==> config.mk <==
export PLATFORM = sky130hd
export DESIGN_NAME = alu8_flags
export DESIGN_NICKNAME = d
export VERILOG_FILES = /design/src/rtl/alu8_pkg.sv /design/src/rtl/alu8_flag_mask.sv /design/src/rtl/alu8_addsub.sv /design/src/rtl/alu8_unary.sv /design/src/rtl/alu8_flags.sv
export SDC_FILE = /design/constraint.sdc
export NUM_CORES = 1
export LEC_CHECK = 0
export BUFFER_PORTS_ARGS = -buffer_cell sky130_fd_sc_hd__buf_2
export CORE_MARGIN = 8
export CORE_UTILIZATION = 55
export DETAILED_ROUTE_END_ITERATION = 16
export PLACE_DENSITY = 0.85
export SLEW_MARGIN = 25
export SYNTH_ARGS = -nofsm -noshare
export SYNTH_HDL_FRONTEND = slang
export SYNTH_SLANG_ARGS = --single-unit
==> constraint.sdc <==
create_clock -name vclk -period 7.1
set_clock_uncertainty 0.15 [all_clocks]
set_input_delay 0.355 -clock vclk [all_inputs]
set_output_delay 0.355 -clock vclk [all_outputs]
set_load 0.02 [all_outputs]
==> src/rtl/alu8_pkg.sv <==
`timescale 1ns/100ps
package alu8_pkg;

    localparam int FLG_N = 3;
    localparam int FLG_V = 2;
    localparam int FLG_Z = 1;
    localparam int FLG_C = 0;
    localparam int NFLAGS = 4;

    typedef enum logic [3:0] {
        OP_ADD  = 4'd0,
        OP_SUB  = 4'd1,
        OP_AND  = 4'd2,
        OP_OR   = 4'd3,
        OP_XOR  = 4'd4,
        OP_SHL  = 4'd5,
        OP_SHR  = 4'd6,
        OP_ROL  = 4'd7,
        OP_ROR  = 4'd8,
        OP_INC  = 4'd9,
        OP_DEC  = 4'd10,
        OP_CMP  = 4'd11,
        OP_BIT  = 4'd12,
        OP_R13  = 4'd13,
        OP_R14  = 4'd14,
        OP_R15  = 4'd15
    } alu_op_e;

    // write-enable masks, bit order N V Z C
    localparam logic [NFLAGS-1:0] MASK_ALL  = 4'b1111;
    localparam logic [NFLAGS-1:0] MASK_NZ   = 4'b1010;
    localparam logic [NFLAGS-1:0] MASK_NZC  = 4'b1011;
    localparam logic [NFLAGS-1:0] MASK_NVZ  = 4'b1110;
    localparam logic [NFLAGS-1:0] MASK_NONE = 4'b0000;

endpackage

==> src/rtl/alu8_flag_mask.sv <==
`timescale 1ns/100ps
module alu8_flag_mask
    import alu8_pkg::*;
(
    input  alu_op_e              op,
    output logic [NFLAGS-1:0]    we,
    output logic                 wr
);
    always_comb begin
        we = MASK_NONE;
        wr = 1'b0;
        unique case (op)
            OP_ADD, OP_SUB: begin
                we = MASK_ALL;
                wr = 1'b1;
            end
            OP_AND, OP_OR, OP_XOR, OP_INC, OP_DEC: begin
                we = MASK_NZ;
                wr = 1'b1;
            end
            OP_SHL, OP_SHR, OP_ROL, OP_ROR: begin
                we = MASK_NZC;
                wr = 1'b1;
            end
            OP_CMP: we = MASK_NZC;
            OP_BIT: we = MASK_NVZ;
            default: begin
                we = MASK_NONE;
                wr = 1'b0;
            end
        endcase
    end
endmodule

==> src/rtl/alu8_addsub.sv <==
`timescale 1ns/100ps
module alu8_addsub #(
    parameter int W           = 8,
    parameter bit HAS_DECIMAL = 1'b1
) (
    input  logic [W-1:0] a,
    input  logic [W-1:0] b,
    input  logic         sub,
    input  logic         cin,
    input  logic         dec,
    output logic [W-1:0] sum,
    output logic         cout,
    output logic         ovf
);
    localparam int NIB = W / 4;

    logic [W-1:0] bx;
    logic [W:0]   bin_full;

    always_comb begin
        bx       = sub ? ~b : b;
        bin_full = {1'b0, a} + {1'b0, bx} + {{W{1'b0}}, cin};
        ovf      = (a[W-1] == bx[W-1]) && (bin_full[W-1] != a[W-1]);
    end

    generate
        if (HAS_DECIMAL) begin : g_bcd
            logic [W-1:0] dsum;
            logic         dcout;

            always_comb begin
                logic       chain;
                logic [4:0] t5;
                logic [3:0] ad;
                logic [3:0] bd;
                // add: chain is a carry; subtract: chain is a borrow
                chain = sub ? ~cin : cin;
                dsum  = '0;
                for (int g = 0; g < NIB; g++) begin
                    ad = a[g*4 +: 4];
                    bd = b[g*4 +: 4];
                    if (!sub) begin
                        t5 = {1'b0, ad} + {1'b0, bd} + {4'b0, chain};
                        if (t5 > 5'd9) begin
                            t5    = t5 + 5'd6;
                            chain = 1'b1;
                        end else begin
                            chain = 1'b0;
                        end
                        dsum[g*4 +: 4] = t5[3:0];
                    end else begin
                        t5 = {1'b0, ad} - {1'b0, bd} - {4'b0, chain};
                        if (t5[4]) begin
                            dsum[g*4 +: 4] = t5[3:0] - 4'd6;
                            chain          = 1'b1;
                        end else begin
                            dsum[g*4 +: 4] = t5[3:0];
                            chain          = 1'b0;
                        end
                    end
                end
                dcout = sub ? ~chain : chain;
            end

            assign sum  = dec ? dsum  : bin_full[W-1:0];
            assign cout = dec ? dcout : bin_full[W];
        end else begin : g_bin
            logic unused_dec;
            assign unused_dec = dec;
            assign sum  = bin_full[W-1:0];
            assign cout = bin_full[W];
        end
    endgenerate
endmodule

==> src/rtl/alu8_unary.sv <==
`timescale 1ns/100ps
module alu8_unary
    import alu8_pkg::*;
#(
    parameter int W = 8
) (
    input  alu_op_e      op,
    input  logic [W-1:0] a,
    input  logic [W-1:0] b,
    input  logic         cin,
    output logic [W-1:0] res,
    output logic         cout
);
    always_comb begin
        res  = '0;
        cout = cin;
        unique case (op)
            OP_AND: res = a & b;
            OP_OR:  res = a | b;
            OP_XOR: res = a ^ b;
            OP_SHL: begin
                res  = {a[W-2:0], 1'b0};
                cout = a[W-1];
            end
            OP_SHR: begin
                res  = {1'b0, a[W-1:1]};
                cout = a[0];
            end
            OP_ROL: begin
                res  = {a[W-2:0], cin};
                cout = a[W-1];
            end
            OP_ROR: begin
                res  = {cin, a[W-1:1]};
                cout = a[0];
            end
            OP_INC: res = a + {{(W-1){1'b0}}, 1'b1};
            OP_DEC: res = a - {{(W-1){1'b0}}, 1'b1};
            default: begin
                res  = '0;
                cout = cin;
            end
        endcase
    end
endmodule

==> src/rtl/alu8_flags.sv <==
`timescale 1ns/100ps
module alu8_flags
    import alu8_pkg::*;
#(
    parameter int W           = 8,
    parameter bit HAS_DECIMAL = 1'b1
) (
    input  logic [3:0]        op,
    input  logic [W-1:0]      reg_a,
    input  logic [W-1:0]      mem_b,
    input  logic [NFLAGS-1:0] flags_in,
    input  logic              dec_mode,
    input  logic              dec_allow,
    output logic [W-1:0]      result,
    output logic              res_wr,
    output logic [NFLAGS-1:0] flags_out,
    output logic [NFLAGS-1:0] flags_we
);
    typedef struct packed {
        logic [W-1:0]      res;
        logic              wr;
        logic [NFLAGS-1:0] flg;
        logic [NFLAGS-1:0] we;
    } alu_out_t;

    alu_op_e           op_e;
    logic              as_sub;
    logic              as_cin;
    logic              as_dec;
    logic [W-1:0]      as_sum;
    logic              as_cout;
    logic              as_ovf;
    logic [W-1:0]      un_res;
    logic              un_cout;
    logic [NFLAGS-1:0] mask_we;
    logic              mask_wr;
    alu_out_t          out_d;

    assign op_e   = alu_op_e'(op);
    assign as_sub = (op_e == OP_SUB) || (op_e == OP_CMP);
    assign as_cin = (op_e == OP_CMP) ? 1'b1 : flags_in[FLG_C];
    assign as_dec = dec_allow && dec_mode && (op_e != OP_CMP);

    alu8_addsub #(.W(W), .HAS_DECIMAL(HAS_DECIMAL)) i_addsub (
        .a    (reg_a),
        .b    (mem_b),
        .sub  (as_sub),
        .cin  (as_cin),
        .dec  (as_dec),
        .sum  (as_sum),
        .cout (as_cout),
        .ovf  (as_ovf)
    );

    alu8_unary #(.W(W)) i_unary (
        .op   (op_e),
        .a    (reg_a),
        .b    (mem_b),
        .cin  (flags_in[FLG_C]),
        .res  (un_res),
        .cout (un_cout)
    );

    alu8_flag_mask i_mask (
        .op (op_e),
        .we (mask_we),
        .wr (mask_wr)
    );

    always_comb begin
        logic [NFLAGS-1:0] raw;
        logic              arith;
        arith = (op_e == OP_ADD) || (op_e == OP_SUB) || (op_e == OP_CMP);

        out_d.res = arith ? as_sum : un_res;
        out_d.wr  = mask_wr;
        out_d.we  = mask_we;

        raw        = flags_in;
        raw[FLG_N] = out_d.res[W-1];
        raw[FLG_Z] = (out_d.res == '0);
        raw[FLG_V] = as_ovf;
        raw[FLG_C] = arith ? as_cout : un_cout;
        if (op_e == OP_BIT) begin
            raw[FLG_N] = mem_b[W-1];
            raw[FLG_V] = mem_b[W-2];
            raw[FLG_Z] = ((reg_a & mem_b) == '0);
        end

        for (int f = 0; f < NFLAGS; f++) begin
            out_d.flg[f] = out_d.we[f] ? raw[f] : flags_in[f];
        end
    end

    assign result    = out_d.res;
    assign res_wr    = out_d.wr;
    assign flags_out = out_d.flg;
    assign flags_we  = out_d.we;
endmodule

==> results.py <==
metrics = {
    "status": {
        "status": "finished clean",
    },
    "synthesis": {
        "yosysWarnings": 0,
        "syn-instance-count": 395,
        "yosysSeqAreaShare": 0,
        "synth.cells.most_frequent": "ha_1, inv_1, nand2_1, a21oi_1",
        "synth.distinct_cells": 67,
        "synth_area_leaders": "ha_1, fa_1, xnor2_1",
        "synth_top_area_share": 0.198,
        "syn_nets": 478,
        "synth_most_common_cell": "ha_1",
        "synth_largest_area_cell": "ha_1",
        "syn_area_mm2": 0.00290,
        "avgSynthCellArea_um2": 7.34,
    },
    "die": {
        "start_util": 0.568,
        "io_pins": 43,
        "die_area_mm2": 0.00785,
        "die_x_um": 88.6,
        "die_h_um": 88.6,
        "rows": 26,
        "core_area_mm2": 0.00511,
    },
    "global_routing": {
        "grt_start_max_net_pins": 32,
        "grt-ovfl-total": 0,
        "antenna_found_initial": 0,
        "grt_pass1_vias": 2933,
        "grt_pass1_wl_um": 14500,
        "grtUsageTotal": 0.230,
    },
    "timing": {
        "finalCriticalPeriod_ns": 6.73,
        "fin_crit_sh": 0.948,
        "setup_viol": 0,
        "drv_slew": 0,
        "final.setup.tns_ns": 0,
        "worst_pin_slew_ns": 1.03,
        "hold_violations": 0,
        "rsz0062_at_grt": "no",
        "max_freq_mhz": 149,
        "relSlewSlack": 0.314,
    },
    "final_layout": {
        "diodes": 0,
        "regArea_um2": 0,
        "final_nets": 510,
        "n_fill_cell": 492,
        "drive_above_1_share": 0.158,
        "clkbuf_count": 0,
        "area_delta_synth_final_pct": 6.86,
        "seq_cells": 0,
    },
    "flow_run": {
        "drv_cap": 0,
    },
    "critical_path": {
        "crit_required_ns": 6.59,
        "worstSetupPathType": "input port to output port",
        "cp_data_arrival_time_ns": 6.22,
        "slowest_delay_ns": 0.54,
        "crit_slowest_cell": "or4_1",
        "end_kind": "output port",
        "worstPathMaxFanout": 5,
        "cp_common_cell": "inv_1",
        "critPathLaunchType": "input port",
    },
    "pwr": {
        "power.density_mw_per_mm2": 107,
        "power_w": 0.000331,
        "p_leak_nw": 1.47,
        "vdd_ir_drop_max_mv": 0.0374,
    },
    "routing": {
        "drc_errors": 0,
        "wire_per_inst_um": 18.5,
        "vias_per_cell": 6.50,
        "firstDrtPassIters": 5,
        "drtIter0Drc": 294,
        "drt-total-wl_um": 9160,
        "num_vias": 3218,
        "antenna_left": 0,
    },
    "placed_design": {
        "hpwl_um": 7360,
        "gp_congestion": 1.01,
        "io_buffers": 43,
    },
    "hold_path": {
        "hold_path_class": "input port to output port",
    },
    "clocking": {
        "postCtsSetupRepairBufs": 0,
    },
}
==> worst max-delay path: cells and delay by family <==
| family | cells | cell delay [ns] |
|---|---|---|
| AO/OA/AOI/OAI | 8 | 1.45 |
| AND/OR/NAND/NOR | 7 | 1.36 |
| buffers and inverters | 8 | 0.82 |
| multiplexers | 1 | 0.21 |
| adder cells (fa/ha/maj) | 6 | 2.01 |
==> power breakdown <==
| part | internal, W | switching, W | leakage (nW) |
|---|---|---|---|
| logic | 0.000133 | 0.000197 | 1.47 |
| clock network | 0 | 0 | 0 |
| registers | 0 | 0 | 0 |
==> metrics by stage <==
step / hold WS (ns) / cell area, um^2 / instances / setup slack, ns / util
floorplan: 0.807 / 2900 / 395 / 0.529 / -
global placement: 0.960 / 3100 / 495 / 0.546 / 0.607
detailed placement: 0.975 / 3100 / 495 / 0.348 / 0.607
CTS: 0.976 / 3100 / 495 / 0.334 / 0.607
global route: 1.01 / 3100 / 495 / 0.0423 / 0.607
finish: 0.969 / 3100 / 495 / 0.372 / 0.607
==> worst paths after layout <==
check / start / endpoint / slack [ns] / cells after the start
worst max-delay path: op[2] / flags_out[1] / 0.37 / 30
worst min-delay path: flags_in[3] / flags_out[3] / 0.97 / 4
==> cell type report <==
cell class / count / area (um^2) / share of cell area
timing repair buffer: 48 / 253 / 0.0816
tap: 70 / 87.6 / 0.0283
multi-input combinational: 335 / 2600 / 0.839
inverter: 42 / 158 / 0.0509
==> layout by cell type (no fill, tap or decap), types with 3 or more instances in the layout <==
master,synthesis,routed
a211oi_1,8,8
a21o_1,7,7
a21oi_1,27,27
a221oi_1,3,3
a22oi_1,6,6
a31oi_1,3,3
buf_2,7,43
buf_4,2,5
fa_1,11,11
ha_1,46,46
inv_1,42,42
mux2i_1,5,5
nand2_1,33,33
nand2b_1,10,10
nand3_1,10,10
nand3b_1,4,4
nor2_1,21,21
nor2b_1,4,4
nor3_1,9,9
nor3b_1,3,3
nor4_1,3,3
o211ai_1,4,4
o21ai_0,23,22
o21ai_1,2,3
o21bai_1,3,3
o22ai_1,3,3
o2bb2ai_1,4,4
or2b_2,3,3
or4_1,3,3
xnor2_1,23,23
xor2_1,9,9
==> cell families (layout without fill, tap and decap cells) <==
group / after synthesis / count (layout) / share of synthesized area
adders and majority gates: 57 / 57 / 0.274
AOI/OAI and AO/OA: 120 / 120 / 0.289
xor gates and xnor gates: 32 / 32 / 0.0966
buffers and inverters: 60 / 90 / 0.103
muxes: 7 / 7 / 0.0250
and+or+nand+nor: 119 / 119 / 0.212
==> layer usage <==
metal	global-route usage	wire length, um
met1	0.294	3690
met2	0.388	4140
met3	0.0260	1040
met4	0.0753	292
met5	0	0
==> timing repair <==
item | 4_1_cts | 5_1_grt
setup endpoints to repair | 0 | 1
resized for setup | 0 | 1
hold buffers | 0 | 0
Power figures use the tool's default switching activity.
